===== src/rtl/pme_pkg.sv =====
package pme_pkg;

  // Decision taken by the status controller in one cycle
  typedef enum logic [2:0] {
    ACT_HOLD      = 3'd0,  // nothing changes in the status register
    ACT_DIRECT    = 3'd1,  // idle: load arriving message straight in
    ACT_ACK_POP   = 3'd2,  // acknowledge, next entry taken from buffer
    ACT_ACK_TAKE  = 3'd3,  // acknowledge, arriving message taken instead
    ACT_ACK_EMPTY = 3'd4,  // acknowledge, nothing left
    ACT_RELOAD    = 3'd5   // second half of a reload: raise the bit
  } pme_act_e;

  function automatic int unsigned cnt_width(input int unsigned depth);
    return $clog2(depth + 1);
  endfunction

  function automatic int unsigned ptr_width(input int unsigned depth);
    return (depth > 1) ? $clog2(depth) : 1;
  endfunction

endpackage


===== src/rtl/pme_pending_fifo.sv =====
module pme_pending_fifo #(
  parameter int unsigned ID_W  = 16,
  parameter int unsigned DEPTH = 4,
  localparam int unsigned CNT_W = pme_pkg::cnt_width(DEPTH),
  localparam int unsigned PTR_W = pme_pkg::ptr_width(DEPTH)
) (
  input  logic             clk,
  input  logic             rst_n,
  input  logic             push,
  input  logic [ID_W-1:0]  push_id,
  input  logic             pop,
  output logic [ID_W-1:0]  head_id,
  output logic             empty,
  output logic             full,
  output logic [CNT_W-1:0] count
);

  localparam logic [PTR_W-1:0] LAST_PTR  = PTR_W'(DEPTH - 1);
  localparam logic [CNT_W-1:0] FULL_CNT  = CNT_W'(DEPTH);

  logic [PTR_W-1:0] wr_ptr_q, wr_ptr_d;
  logic [PTR_W-1:0] rd_ptr_q, rd_ptr_d;
  logic [CNT_W-1:0] cnt_q, cnt_d;
  logic [ID_W-1:0]  slot_q [DEPTH];

  // Next-state: pointers wrap at DEPTH-1, count follows push/pop
  always_comb begin
    wr_ptr_d = wr_ptr_q;
    rd_ptr_d = rd_ptr_q;
    cnt_d    = cnt_q;
    if (push) begin
      wr_ptr_d = (wr_ptr_q == LAST_PTR) ? '0 : wr_ptr_q + 1'b1;
    end
    if (pop) begin
      rd_ptr_d = (rd_ptr_q == LAST_PTR) ? '0 : rd_ptr_q + 1'b1;
    end
    unique case ({push, pop})
      2'b10:   cnt_d = cnt_q + 1'b1;
      2'b01:   cnt_d = cnt_q - 1'b1;
      default: cnt_d = cnt_q;
    endcase
  end

  always_ff @(posedge clk or negedge rst_n) begin
    if (!rst_n) begin
      wr_ptr_q <= '0;
      rd_ptr_q <= '0;
      cnt_q    <= '0;
    end else begin
      wr_ptr_q <= wr_ptr_d;
      rd_ptr_q <= rd_ptr_d;
      cnt_q    <= cnt_d;
    end
  end

  // One storage register per entry, each with its own write enable
  for (genvar g = 0; g < DEPTH; g++) begin : g_slot
    logic slot_en;
    assign slot_en = push && (wr_ptr_q == PTR_W'(g));
    always_ff @(posedge clk) begin
      if (slot_en) begin
        slot_q[g] <= push_id;
      end
    end
  end

  assign head_id = slot_q[rd_ptr_q];
  assign empty   = (cnt_q == '0);
  assign full    = (cnt_q == FULL_CNT);
  assign count   = cnt_q;

endmodule


===== src/rtl/pme_status_ctrl.sv =====
module pme_status_ctrl #(
  parameter int unsigned ID_W = 16
) (
  input  logic            clk,
  input  logic            rst_n,
  input  logic            msg_valid,
  input  logic [ID_W-1:0] msg_id,
  input  logic            ack_wr,
  input  logic            buf_empty,
  input  logic            buf_full,
  input  logic [ID_W-1:0] buf_head,
  output logic            buf_push,
  output logic            buf_pop,
  output logic            stat_pme,
  output logic [ID_W-1:0] stat_id,
  output logic            stat_ovf,
  output logic            reload_pend
);

  import pme_pkg::*;

  logic            pme_q, pme_d;
  logic [ID_W-1:0] id_q, id_d;
  logic            id_en;
  logic            ovf_q, ovf_d;
  logic            rld_q, rld_d;
  logic            ack_eff;
  logic            ovf_set;
  pme_act_e        act;

  assign ack_eff = ack_wr && pme_q;
  assign ovf_set = msg_valid && pme_q && !buf_empty;

  // Decide what the status register does this cycle
  always_comb begin
    act = ACT_HOLD;
    if (ack_eff) begin
      if (!buf_empty)     act = ACT_ACK_POP;
      else if (msg_valid) act = ACT_ACK_TAKE;
      else                act = ACT_ACK_EMPTY;
    end else if (rld_q) begin
      act = ACT_RELOAD;
    end else if (!pme_q && buf_empty && msg_valid) begin
      act = ACT_DIRECT;
    end
  end

  // Next-state for status bit, ID, reload flag and buffer strobes
  always_comb begin
    pme_d    = pme_q;
    id_d     = id_q;
    id_en    = 1'b0;
    rld_d    = rld_q;
    buf_push = 1'b0;
    buf_pop  = 1'b0;
    unique case (act)
      ACT_DIRECT: begin
        pme_d = 1'b1;
        id_d  = msg_id;
        id_en = 1'b1;
      end
      ACT_ACK_POP: begin
        pme_d    = 1'b0;
        id_d     = buf_head;
        id_en    = 1'b1;
        rld_d    = 1'b1;
        buf_pop  = 1'b1;
        buf_push = msg_valid;  // the pop frees a slot this cycle
      end
      ACT_ACK_TAKE: begin
        pme_d = 1'b0;
        id_d  = msg_id;
        id_en = 1'b1;
        rld_d = 1'b1;
      end
      ACT_ACK_EMPTY: begin
        pme_d = 1'b0;
      end
      ACT_RELOAD: begin
        pme_d    = 1'b1;
        rld_d    = 1'b0;
        buf_push = msg_valid && !buf_full;
      end
      default: begin
        // status bit set and untouched: arrivals queue or drop
        buf_push = msg_valid && pme_q && !buf_full;
      end
    endcase
  end

  // Overflow indication: a setting arrival beats a clearing acknowledge
  always_comb begin
    ovf_d = ovf_q;
    if (ovf_set)      ovf_d = 1'b1;
    else if (ack_eff) ovf_d = 1'b0;
  end

  always_ff @(posedge clk or negedge rst_n) begin
    if (!rst_n) begin
      pme_q <= 1'b0;
      ovf_q <= 1'b0;
      rld_q <= 1'b0;
    end else begin
      pme_q <= pme_d;
      ovf_q <= ovf_d;
      rld_q <= rld_d;
    end
  end

  always_ff @(posedge clk or negedge rst_n) begin
    if (!rst_n) begin
      id_q <= '0;
    end else if (id_en) begin
      id_q <= id_d;
    end
  end

  assign stat_pme    = pme_q;
  assign stat_id     = id_q;
  assign stat_ovf    = ovf_q;
  assign reload_pend = rld_q;

endmodule


===== src/rtl/pme_irq_gate.sv =====
module pme_irq_gate (
  input  logic stat_pme,
  input  logic irq_en,
  output logic irq
);

  assign irq = stat_pme & irq_en;

endmodule


===== src/rtl/pme_root_collector.sv =====
module pme_root_collector #(
  parameter int unsigned ID_W  = 16,
  parameter int unsigned DEPTH = 4,
  localparam int unsigned CNT_W = pme_pkg::cnt_width(DEPTH)
) (
  input  logic            clk,
  input  logic            rst_n,
  input  logic            msg_valid,
  input  logic [ID_W-1:0] msg_id,
  output logic            msg_ready,
  input  logic            irq_en,
  input  logic            ack_wr,
  output logic            stat_pme,
  output logic [ID_W-1:0] stat_id,
  output logic            stat_ovf,
  output logic            irq
);

  logic             buf_push;
  logic             buf_pop;
  logic [ID_W-1:0]  buf_head;
  logic             buf_empty;
  logic             buf_full;
  logic [CNT_W-1:0] fifo_count;
  logic             reload_pend;

  // Never back-pressure: a full buffer discards instead
  assign msg_ready = 1'b1;

  pme_pending_fifo #(
    .ID_W  (ID_W),
    .DEPTH (DEPTH)
  ) u_fifo (
    .clk     (clk),
    .rst_n   (rst_n),
    .push    (buf_push),
    .push_id (msg_id),
    .pop     (buf_pop),
    .head_id (buf_head),
    .empty   (buf_empty),
    .full    (buf_full),
    .count   (fifo_count)
  );

  pme_status_ctrl #(
    .ID_W (ID_W)
  ) u_ctrl (
    .clk         (clk),
    .rst_n       (rst_n),
    .msg_valid   (msg_valid),
    .msg_id      (msg_id),
    .ack_wr      (ack_wr),
    .buf_empty   (buf_empty),
    .buf_full    (buf_full),
    .buf_head    (buf_head),
    .buf_push    (buf_push),
    .buf_pop     (buf_pop),
    .stat_pme    (stat_pme),
    .stat_id     (stat_id),
    .stat_ovf    (stat_ovf),
    .reload_pend (reload_pend)
  );

  pme_irq_gate u_irq (
    .stat_pme (stat_pme),
    .irq_en   (irq_en),
    .irq      (irq)
  );

endmodule


===== config.mk =====
export PLATFORM = sky130hd
export DESIGN_NAME = pme_root_collector
export DESIGN_NICKNAME = d
export VERILOG_FILES = /design/src/rtl/pme_pkg.sv /design/src/rtl/pme_pending_fifo.sv /design/src/rtl/pme_status_ctrl.sv /design/src/rtl/pme_irq_gate.sv /design/src/rtl/pme_root_collector.sv
export SDC_FILE = /design/constraint.sdc
export NUM_CORES = 1
export LEC_CHECK = 0
export BUFFER_PORTS_ARGS = -buffer_cell sky130_fd_sc_hd__buf_2
export CORE_MARGIN = 5
export CORE_UTILIZATION = 50
export CTS_BUF_LIST = sky130_fd_sc_hd__clkbuf_8
export CTS_CLUSTER_DIAMETER = 120
export DETAILED_ROUTE_END_ITERATION = 8
export PLACE_DENSITY = 0.7
export SETUP_SLACK_MARGIN = 0.3
export SYNTH_ARGS = -nofsm -noshare
export SYNTH_HDL_FRONTEND = slang
export SYNTH_SLANG_ARGS = --single-unit

===== constraint.sdc =====
create_clock -name clk -period 2.4 [get_ports clk]
set_clock_uncertainty 0.2 [all_clocks]
set_input_delay 0.24 -clock clk [delete_from_list [all_inputs] [get_ports clk]]
set_output_delay 0.24 -clock clk [all_outputs]
set_load 0.01 [all_outputs]

==> impl_table.tex <==
\begin{tabular}{lr}
\hline
Metric & Value \\
\hline
\multicolumn{2}{l}{\textbf{Cells and area}} \\
Relative area change from synthesis to final layout & 22.1\% \\
Final antenna diode count & 0 \\
Area taken by multi-input logic gates & 0.00111 mm² \\
Net count, final & 313 \\
Fraction of layout instances using a drive strength above 1 & 36.1\% \\
Cell area after layout & 0.00455 mm² \\
Sequential cell area in the final layout & 0.00257 mm² \\
Fill cells & 537 \\
\multicolumn{2}{l}{\textbf{Critical path}} \\
Worst-case register-to-register setup slack & 280 ps \\
Worst setup startpoint & u\_fifo.count[1] \\
Series of cell instances along the critical path & buf\_4 > or4b\_4 > o21bai\_4 > clkbuf\_16 > mux2i\_4 > a21oi\_2 \\
Critical Path End & u\_ctrl.stat\_id[12] \\
Delay-heaviest family, CP & simple AND/OR/NAND/NOR gates \\
Maximum single-stage delay on the critical path & 520 ps \\
Crit Path Class & reg -> reg \\
Largest fanout of any net on the critical path & 8 \\
Kind of capture point of the worst setup path & flip-flop \\
Arrival time at the worst endpoint & 2200 ps \\
Worst Path Required & 2480 ps \\
Critical Path Slowest Stage Cell & or4b\_4 \\
Cell depth of the worst flop-to-flop path & 6 \\
Reg2Reg Capture Point & u\_ctrl.stat\_id[12] \\
Worst reg2reg path startpoint & u\_fifo.count[1] \\
CP Launch Type & flip-flop \\
Count of buffer and inverter cells on the critical path & 2 \\
Stages on the worst setup path & 6 \\
\multicolumn{2}{l}{\textbf{Detailed routing}} \\
\# DRC & 0 \\
Post-detailed-routing wire length & 6620 µm \\
Avg Vias per Cell & 5.16 \\
First-pass iteration count of the detailed router & 4 \\
Number of nets still failing antenna checks after routing & 0 \\
Initial DRC Count & 74 \\
Via count & 2013 \\
Post-DR wirelength/cell & 17.0 µm \\
\multicolumn{2}{l}{\textbf{Logic synthesis}} \\
Proportion of netlist area held by the largest area contributor & 51.6\% \\
Share of synthesized area occupied by flip-flops and latches & 69.1\% \\
Number of distinct library cell variants in the gate-level netlist after synthesis & 36 \\
Number of cells produced by synthesis & 217 \\
Ys async rst share & 28.9\% \\
Cells taking the most area after synthesis & edfxtp\_1 (52\%), dfrtp\_1 (17\%), mux4\_2 (9.7\%) \\
Ys Warns & 0 \\
Syn avg cell area & 17.2 µm² \\
Library cell with the largest summed area after synthesis & edfxtp\_1 \\
Most frequently used flop master after synthesis & edfxtp\_1 \\
Number of enable flip-flop cells after synthesis & 64 \\
Synth Register Bits & 90 \\
Synthesized netlist net count & 244 \\
Mapped Area & 0.00372 mm² \\
\multicolumn{2}{l}{\textbf{Clock network}} \\
Number of buffers added by the clock tree synthesis step & 9 \\
Clk\_lat worst skew & 350 ps \\
Sinks on the clock net & 90 \\
Clock Pin Slew Worst Setup and Hold Paths & 90 ps \\
CTS tree & built \\
Clock root buffer & clkbuf\_8 \\
H-tree depth & 3 \\
Number of buffers on the longest clock path & 2 \\
\multicolumn{2}{l}{\textbf{STA}} \\
Upper clock frequency limit & 473 MHz \\
Crit share post-route & 88.2\% \\
Hold violation count in the final report & 0 \\
Worst slew margin relative to its limit & 46.5\% \\
Final critical delay including setup and external delays & 2120 ps \\
Worst-Margin Slew & 802 ps \\
Final setup margin & 284 ps \\
Final setup violating endpoints & 0 \\
RSZ-0062 raised after global routing & yes \\
Final-layout setup total negative slack & 0 ps \\
Slew Limit Fails & 0 \\
\multicolumn{2}{l}{\textbf{Placed design}} \\
Minimum setup slack after placement & 280 ps \\
Total half-perimeter wirelength after legalization and detailed placement & 4010 µm \\
Placed inst area & 0.00410 mm² \\
Routability congestion estimate & 0.808 \\
Port-buffer cells & 39 \\
\multicolumn{2}{l}{\textbf{GRT}} \\
Number of antenna violations at the first check in global routing & 0 \\
Global-route wire length before repair & 10600 µm \\
Global-route congestion overflow total & 0 \\
Pin count of the biggest net entering global routing & 27 \\
Via count of the first global-routing pass & 2083 \\
Total routing usage reported by global routing & 15.7\% \\
\multicolumn{2}{l}{\textbf{Power and ir drop}} \\
Worst vdd rail ir drop & 0.000377 V \\
Static Leak & 1.75 nW \\
Power Density & 1110 mW/mm² \\
\multicolumn{2}{l}{\textbf{Floorplanning}} \\
DIE HEIGHT & 96.3 µm \\
Area enclosed by the die boundary & 0.00928 mm² \\
Starting density of the core & 51.4\% \\
Number of top-level design ports & 41 \\
Number of placement rows & 31 \\
Die Wd & 96.3 µm \\
Placeable core area & 0.00725 mm² \\
\multicolumn{2}{l}{\textbf{Hold path}} \\
Hold Crit Class & in -> reg \\
\multicolumn{2}{l}{\textbf{Job}} \\
Max Cap Violations & 0 \\
\multicolumn{2}{l}{\textbf{Run status}} \\
Status & completed \\
\hline
\end{tabular}
==> kinds of logic after synthesis <==
logic type	share of synthesized area, %
DFF	69.1
other	0.101
xor gates and xnor gates	0.470
AOI/OAI and AO/OA	5.07
adders and majority gates	2.22
muxes	15.5
buffers and inverters	2.69
and+or+nand+nor	4.90
==> tightest hold or removal path, stage by stage <==
cell and delay [ps]:
buf_2 100, and2_4 170, a21oi_1 50
==> flip-flops by register name, summed over array words and instances (netlist names) <==
register / cells
u_fifo.rd_ptr_q: 2
u_ctrl.stat_pme: 1
u_ctrl.stat_ovf: 1
u_fifo.slot_q: 64
u_ctrl.stat_id: 16
u_fifo.count: 3
u_ctrl.reload_pend: 1
u_fifo.wr_ptr_q: 2
==> area by class of cell <==
cell class / count / area share, %
flip-flops and latches: 90 / 56.6
multi-input cells: 111 / 24.3
clock buffers: 9 / 2.72
clock inverters: 7 / 1.10
well taps: 99 / 2.72
inverters: 5 / 0.413
repair buffers: 69 / 12.1
==> worst min-delay path by stage <==
stage                start                 end  slack, ps  cells after the start
global route        ack_wr     u_ctrl.stat_pme         50                      3
floorplan            rst_n  u_ctrl.reload_pend       -260                      0
global placement     rst_n  u_fifo.wr_ptr_q[0]         90                      1
finish              ack_wr     u_ctrl.stat_pme         40                      3
detailed placement   rst_n     u_ctrl.stat_ovf        100                      1
CTS                 ack_wr     u_ctrl.stat_pme          1                      3
==> synth_stat cells (2+ instances only) <==
master	number
mux2i_1	16
edfxtp_1	64
mux4_2	16
ha_1	5
nor2_1	20
mux2_2	3
clkbuf_1	3
nand2_1	2
inv_1	5
o21ai_0	3
buf_2	4
a21oi_1	18
dfrtp_1	26
xnor2_1	2
buf_6	2
and2_1	7
nor4_1	2
==> report_power, final <==
part	total [W]	internal, W	switching [W]
Combinational	0.00183	0.000943	0.000883
Clock	0.000916	0.000384	0.000532
Sequential	0.00233	0.00208	0.000246
==> per-layer routing <==
metal	GRT usage, %	part of all wire (%)	up-vias
met2	25.4	49	34
li1	-	-	965
met5	0	0	-
met1	21.0	46	1006
met4	5.61	1.7	0
met3	3.52	3.1	8
==> layout by cell type, fill, tap and decap left out, types with 3 or more instances in the layout <==
cell           synthesis  layout
mux4_2                16      16
mux2_2                 3       3
mux2i_1               16      14
dlygate4sd3_1          0      17
a21oi_1               18      17
buf_12                 1       5
edfxtp_1              64      64
dfrtp_1               26      24
clkbuf_8               0       9
buf_4                  1       6
nor2_1                20      20
and2_2                 0       4
inv_1                  5       5
buf_2                  4      39
ha_1                   5       5
==> what timing repair did <==
action	CTS	global route
endpoints found under the hold margin	90	0
cloned	0	1
setup buffers	1	2
gates resized for setup	2	13
pin swaps	0	5
hold buffers	17	0
endpoints found under the setup margin	41	76
==> per-stage QoR <==
step / hold slack [ps] / cells / total power [W] / util (%)
after floorplan: -256 / 217 / 0.00350 / -
after global placement: 91.7 / 353 / 0.00403 / 56.5
after detailed placement: 102 / 353 / 0.00406 / 56.5
after CTS: 1.25 / 387 / 0.00503 / 61.4
after global routing: 50.4 / 390 / 0.00540 / 62.7
final: 44.9 / 390 / 0.00507 / 62.7
Note: power is estimated with default switching activity, not from simulation.
